**src/rtl/lle_pkg.sv**
```systemverilog
package lle_pkg;

    typedef enum logic [1:0] {
        SZ_B1 = 2'b00,
        SZ_B2 = 2'b01,
        SZ_B4 = 2'b10,
        SZ_B8 = 2'b11
    } size_e;

    typedef enum logic {
        ST_IDLE = 1'b0,
        ST_HOLD = 1'b1
    } state_e;

    function automatic logic [3:0] size_bytes(input logic [1:0] code);
        return 4'd1 << code;
    endfunction

endpackage

```
**src/rtl/lle_bank_check.sv**
```systemverilog
module lle_bank_check #(
    parameter int NUM_BANKS  = 8,
    parameter int BANK_BYTES = 8,
    localparam int LINE_BYTES = NUM_BANKS * BANK_BYTES,
    localparam int LINE_W     = LINE_BYTES * 8
) (
    input  logic [LINE_W-1:0]     line,
    input  logic [LINE_BYTES-1:0] par,
    output logic [NUM_BANKS-1:0]  bank_bad
);

    logic [LINE_BYTES-1:0] byte_bad;

    for (genvar k = 0; k < LINE_BYTES; k++) begin : g_byte
        // even parity: data bits XOR check bit must be zero
        assign byte_bad[k] = (^line[k*8 +: 8]) ^ par[k];
    end

    for (genvar b = 0; b < NUM_BANKS; b++) begin : g_bank
        assign bank_bad[b] = |byte_bad[b*BANK_BYTES +: BANK_BYTES];
    end

endmodule

```
**src/rtl/lle_rotate.sv**
```systemverilog
module lle_rotate #(
    parameter int LINE_BYTES = 64,
    parameter int OUT_BYTES  = 8,
    localparam int LINE_W = LINE_BYTES * 8,
    localparam int OUT_W  = OUT_BYTES * 8,
    localparam int SH_W   = $clog2(LINE_BYTES)
) (
    input  logic [LINE_W-1:0] line,
    input  logic [SH_W-1:0]   shamt,
    output logic [OUT_W-1:0]  out_bytes
);

    // one mux stage per offset bit, each rotating right by 2^s bytes
    always_comb begin
        logic [LINE_W-1:0] t;
        t = line;
        for (int s = 0; s < SH_W; s++) begin
            if (shamt[s]) begin
                t = (t >> (8 << s)) | (t << (LINE_W - (8 << s)));
            end
        end
        out_bytes = OUT_W'(t);
    end

endmodule

```
**src/rtl/lle_extend.sv**
```systemverilog
module lle_extend import lle_pkg::*; #(
    parameter int RES_BYTES = 8,
    localparam int RES_W = RES_BYTES * 8
) (
    input  logic [RES_W-1:0] raw,
    input  size_e            size_code,
    input  logic             sign_ext,
    output logic [RES_W-1:0] data
);

    always_comb begin
        int   len;
        logic fill;
        len  = int'(size_bytes(size_code));
        fill = sign_ext & raw[len*8 - 1];
        for (int i = 0; i < RES_BYTES; i++) begin
            data[i*8 +: 8] = (i < len) ? raw[i*8 +: 8] : {8{fill}};
        end
    end

endmodule

```
**src/rtl/line_load_extract.sv**
```systemverilog
module line_load_extract import lle_pkg::*; #(
    parameter int LINE_BYTES = 64,
    parameter int BANK_BYTES = 8,
    parameter int RES_BYTES  = 8,
    localparam int NUM_BANKS = LINE_BYTES / BANK_BYTES,
    localparam int OFF_W     = $clog2(LINE_BYTES),
    localparam int LINE_W    = LINE_BYTES * 8,
    localparam int RES_W     = RES_BYTES * 8
) (
    input  logic                  clk,
    input  logic                  rst_n,
    input  logic                  line_vld,
    input  logic [LINE_W-1:0]     bank_data,
    input  logic [LINE_BYTES-1:0] bank_par,
    input  logic [OFF_W-1:0]      byte_off,
    input  logic [1:0]            size_code,
    input  logic                  sign_ext,
    output logic                  ld_vld,
    output logic [RES_W-1:0]      ld_data,
    output logic                  ld_par_err,
    output logic                  ld_mis_err
);

    localparam int BANK_SH = $clog2(BANK_BYTES);
    localparam int BK_W    = OFF_W - BANK_SH;
    localparam int SUM_W   = OFF_W + 1;

    state_e             state_q, state_d;
    logic [SUM_W-1:0]   len_w, end_sum;
    logic               mis_c, par_c;
    logic [OFF_W-1:0]   last_byte;
    logic [BK_W-1:0]    first_bk, last_bk;
    logic [NUM_BANKS-1:0] bank_bad, touched;
    logic [RES_W-1:0]   rot_lo, ext_c;

    logic [RES_W-1:0]   data_q;
    logic               par_q, mis_q, sgn_q;
    size_e              size_q;

    // ---------------- datapath ----------------
    lle_bank_check #(.NUM_BANKS(NUM_BANKS), .BANK_BYTES(BANK_BYTES)) u_chk (
        .line     (bank_data),
        .par      (bank_par),
        .bank_bad (bank_bad)
    );

    lle_rotate #(.LINE_BYTES(LINE_BYTES), .OUT_BYTES(RES_BYTES)) u_rot (
        .line      (bank_data),
        .shamt     (byte_off),
        .out_bytes (rot_lo)
    );

    lle_extend #(.RES_BYTES(RES_BYTES)) u_ext (
        .raw       (rot_lo),
        .size_code (size_e'(size_code)),
        .sign_ext  (sign_ext),
        .data      (ext_c)
    );

    // end-of-access arithmetic and touched-bank window
    always_comb begin
        len_w     = SUM_W'(size_bytes(size_code));
        end_sum   = {1'b0, byte_off} + len_w;
        mis_c     = end_sum > SUM_W'(LINE_BYTES);
        last_byte = mis_c ? OFF_W'(LINE_BYTES - 1) : OFF_W'(end_sum - 1'b1);
        first_bk  = byte_off[OFF_W-1:BANK_SH];
        last_bk   = last_byte[OFF_W-1:BANK_SH];
    end

    for (genvar b = 0; b < NUM_BANKS; b++) begin : g_touch
        assign touched[b] = (BK_W'(b) >= first_bk) && (BK_W'(b) <= last_bk);
    end

    assign par_c = |(bank_bad & touched);

    // ---------------- controller ----------------
    always_ff @(posedge clk) begin
        if (!rst_n) state_q <= ST_IDLE;
        else        state_q <= state_d;
    end

    always_comb begin
        unique case (state_q)
            ST_IDLE: state_d = line_vld ? ST_HOLD : ST_IDLE;
            ST_HOLD: state_d = line_vld ? ST_HOLD : ST_IDLE;
            default: state_d = ST_IDLE;
        endcase
    end

    always_ff @(posedge clk) begin
        if (!rst_n || !line_vld) begin
            data_q <= '0;
            par_q  <= 1'b0;
            mis_q  <= 1'b0;
            sgn_q  <= 1'b0;
            size_q <= SZ_B1;
        end else begin
            data_q <= ext_c;
            par_q  <= par_c;
            mis_q  <= mis_c;
            sgn_q  <= sign_ext;
            size_q <= size_e'(size_code);
        end
    end

    always_comb begin
        ld_vld     = (state_q == ST_HOLD);
        ld_data    = data_q;
        ld_par_err = par_q;
        ld_mis_err = mis_q;
    end

    // ---------------- assertions ----------------
    assert_vld_follows_R2: assert property (@(posedge clk) disable iff (!rst_n)
        line_vld |=> ld_vld);

    assert_no_spurious_R2: assert property (@(posedge clk) disable iff (!rst_n)
        !line_vld |=> !ld_vld);

    assert_zero_fill_R5: assert property (@(posedge clk) disable iff (!rst_n)
        (ld_vld && !sgn_q && size_q == SZ_B1) |-> (ld_data[RES_W-1:8] == '0));

    assert_sign_fill_R6: assert property (@(posedge clk) disable iff (!rst_n)
        (ld_vld && sgn_q && size_q == SZ_B2) |-> (ld_data[RES_W-1:16] == {(RES_W-16){ld_data[15]}}));

    assert_cross_end_R9: assert property (@(posedge clk) disable iff (!rst_n)
        (line_vld && size_code == 2'b11 && byte_off > OFF_W'(LINE_BYTES - 8)) |=> ld_mis_err);

    assert_quiet_idle_R10: assert property (@(posedge clk) disable iff (!rst_n)
        !ld_vld |-> (ld_data == '0 && !ld_par_err && !ld_mis_err));

endmodule

```
**config.mk**
```make
export PLATFORM = sky130hd
export DESIGN_NAME = line_load_extract
export DESIGN_NICKNAME = d
export VERILOG_FILES = /design/src/rtl/lle_pkg.sv /design/src/rtl/lle_bank_check.sv /design/src/rtl/lle_rotate.sv /design/src/rtl/lle_extend.sv /design/src/rtl/line_load_extract.sv
export SDC_FILE = /design/constraint.sdc
export NUM_CORES = 1
export LEC_CHECK = 0
export BUFFER_PORTS_ARGS = -buffer_cell sky130_fd_sc_hd__buf_4
export CORE_AREA = 2 2 258 260
export CTS_BUF_LIST = sky130_fd_sc_hd__clkbuf_4 sky130_fd_sc_hd__clkbuf_8 sky130_fd_sc_hd__clkbuf_16
export DETAILED_ROUTE_END_ITERATION = 12
export DIE_AREA = 0 0 260 262
export PLACE_DENSITY_LB_ADDON = 0.15
export SKIP_LAST_GASP = 1
export SLEW_MARGIN = 15
export SYNTH_ARGS = -nofsm -noshare
export SYNTH_HDL_FRONTEND = slang
export SYNTH_SLANG_ARGS = --single-unit
```
**constraint.sdc**
```tcl
create_clock -name clk -period 5.05 [get_ports clk]
set_input_delay 1.01 -clock clk [delete_from_list [all_inputs] [get_ports clk]]
set_output_delay 1.01 -clock clk [all_outputs]
set_load 0.03 [all_outputs]
```
==> results.sh <==
export IMPL_cap_violations=0
export IMPL_htreeDepth=3
export IMPL_fmax_mhz=213
export IMPL_period_needed_ps=4700
export IMPL_gr_total_overflow=0
export IMPL_status="finished clean"
export IMPL_die_height_um=262
export IMPL_critPathRequiredTime_ps=5280
export IMPL_post_cts_buffers=0
export IMPL_synth_area_per_cell_um2=9.30
export IMPL_cts_repair_resized=0
export IMPL_core_um2=65300
export IMPL_io_pins=655
export IMPL_syn_inst=2785
export IMPL_wl_per_cell_um=39.4
export IMPL_dp_hpwl_mm=136
export IMPL_critical_path_slowest_cell="nor4_1"
export IMPL_place_area_um2=31400
export IMPL_antenna_found_initial=14
export IMPL_grt_pass1_vias=26830
export IMPL_min_to="ld_data[31]"
export IMPL_synth_top_family_by_area="multiplexers"
export IMPL_clock_sink_count=67
export IMPL_synth_area_leaders="mux4_2 26%, mux2i_1 14%, xnor2_1 12%"
export IMPL_fp_dieArea_um2=68100
export IMPL_cts_hold_buf=0
export IMPL_vias=28369
export IMPL_stdcell_area_um2=31800
export IMPL_end_kind="flop"
export IMPL_ir_drop_mv=0.136
export IMPL_ys_ff_latch=67
export IMPL_grt_pass1_wl_mm=219
export IMPL_cts_made_buffers=9
export IMPL_crit_path_start_kind="input pin"
export IMPL_muxShareOfSynthArea_pct=49.4
export IMPL_rsz0062_at_grt="false"
export IMPL_synth_compound_area_share_pct=12.5
export IMPL_ys_seq_area_share_pct=5.18
export IMPL_grt_max_degree=167
export IMPL_worstHoldPathType="input pin to flop"
export IMPL_critPathKind="input pin to flop"
export IMPL_finalSetupViolations=0
export IMPL_crit_fanout=54
export IMPL_core_rowCount=94
export IMPL_viasPerCell=6.83
export IMPL_p_leak_nw=13.1
export IMPL_synthAdderAreaFrac_pct=0.241
export IMPL_clk_pin_slew_ps=60
export IMPL_drc=0
export IMPL_synth_edf_count=0
export IMPL_synth_top_area_cell="mux4_2"
export IMPL_gp_congestion=1.08
export IMPL_ant_nets=0
export IMPL_ys_flop_type="dfxtp_1"
export IMPL_period_share_pct=93.1
export IMPL_hold_start="size_code[1]"
export IMPL_cp_num_buf_inv=4
export IMPL_netlist_area_um2=25900
export IMPL_synth_warnings=0
export IMPL_powerDensity_nw_per_um2=188
export IMPL_cts_tree="yes"
export IMPL_hold_slack_ps=999
export IMPL_p_total_mw=5.96
export IMPL_fin_nets=3866
export IMPL_start_util_pct=39.7
export IMPL_maxSlewHeadroom_pct=8.77
export IMPL_worstHoldPathCells=3
export IMPL_drive_above_1_share_pct=37.8
export IMPL_track_usage_pct=46.4
export IMPL_async_flop_share_pct=0
export IMPL_slew_violations=0
export IMPL_area_delta_synth_final_pct=22.6
export IMPL_drtIter0Drc=4771
export IMPL_cts_max_path_buffers=2
export IMPL_post_synth_xor_area_fraction_pct=18.0
export IMPL_port_buffer_count=654
export IMPL_hold_viol_final=0
export IMPL_tightestPinTransition_ps=1360
export IMPL_yosys_area_top_type_share_pct=25.9
export IMPL_drtPass1Iterations=6
export IMPL_crit_top_cell="buf_4"
export IMPL_arrival_ps=4930
export IMPL_fp_dieW_um=260
export IMPL_wl_mm=164
export IMPL_synthSimpleGateAreaFrac_pct=9.39
export IMPL_synth_distinct_cells=62
export IMPL_max_stage_delay_ps=1050
export IMPL_cts_root_buf="clkbuf_16"
export IMPL_setup_tns_ps=0
export IMPL_syn_nets=3378
export IMPL_worstPathCellList="buf_8, buf_12, buf_4, mux2_2, mux4_2, nor2_1, a311oi_1, nor4_1, buf_4, o21ai_2"
export IMPL_critical_path_top_delay_family="simple AND/OR/NAND/NOR gates"
[kinds of logic after synthesis]
logic type	Yosys count
fa+ha+maj	5
compound gates	534
xor+xnor	488
buf+inv	277
flops	67
mux	847
simple gates	567
[Yosys cell counts, types with 23 or more instances]
cell and number:
a211oi_1 71, a21oi_1 197, buf_1 25, buf_2 78, buf_4 35, clkbuf_1 100
dfxtp_1 67, mux2_2 167, mux2i_1 359, mux4_1 23, mux4_2 298, nand2_1 215
nor2_1 230, nor2b_1 41, o21ai_0 98, o21ai_1 39, xnor2_1 353, xnor3_1 29
xor2_1 106
[cells in the final DEF, fill, tap and decap left out, types with 7 or more instances in the layout]
cell type and count:
o21ai_0 98, nand2_1 214, xnor2_1 353, xnor3_1 29, o31ai_1 11, diode_2 11
mux2i_1 359, o21ai_2 8, o21a_1 22, mux2_2 167, inv_1 21, clkbuf_16 9
dfxtp_1 67, xor2_1 106, o211ai_1 11, a221oi_1 12, o22ai_1 17, nor2_1 229
a21oi_1 197, nor4_1 11, nor2b_1 41, mux4_1 23, mux4_2 298, and2_1 16
nand4_1 9, buf_12 15, buf_4 709, a211oi_1 71, a31o_2 7, nand3_1 19
o21ai_1 39
[registers in the layout, indices dropped and copies added (netlist names)]
| name | cells |
|---|---|
| ld_vld | 1 |
| ld_mis_err | 1 |
| ld_par_err | 1 |
| ld_data | 64 |
[where the power goes]
group,switching [mW],internal (mW)
clock network,0.317,0.437
logic,2.67,1.94
registers,0.0339,0.565
[cell type report]
class,count,area (um^2)
multi-input cells,2441,23200
clock inverters,7,98.8
fillers,6263,33500
diodes,11,27.5
flip-flops and latches,67,1340
clock buffers,9,225
inverters,27,116
well taps,864,1080
repair buffers,727,5670
[tightest hold or removal path, cell delays in order]
cell     delay (ps)
buf_4           150
nand3_1         100
nand2_1          60
[worst max-delay path by stage]
stage                start          end  slack, ps  depth (start not counted)
6_report       byte_off[1]  ld_data[59]        350                         10
5_1_grt        byte_off[1]  ld_data[59]        450                         10
4_1_cts        byte_off[1]  ld_data[59]        600                         10
3_5_place_dp   byte_off[1]  ld_data[59]        210                         10
3_3_place_gp   byte_off[1]  ld_data[59]        330                         10
2_1_floorplan  byte_off[1]   ld_par_err        740                         17
[through the flow]
stage	instances	setup WS [ps]	util, %
after CTS	4142	604	48.6
after detailed placement	4126	209	48.1
final	4153	349	48.6
after global placement	4126	326	48.1
after floorplan	2785	741	-
after global routing	4143	447	48.6
[metal layers]
layer | vias up | GRT usage, % | part of all wire [%]
met4 | 6 | 20.1 | 5.2
li1 | 11516 | - | -
met3 | 385 | 17.2 | 14
met1 | 14024 | 63.1 | 40
met5 | - | 0 | 0.12
met2 | 2438 | 65.5 | 41
(Power assumes the default switching activity.)
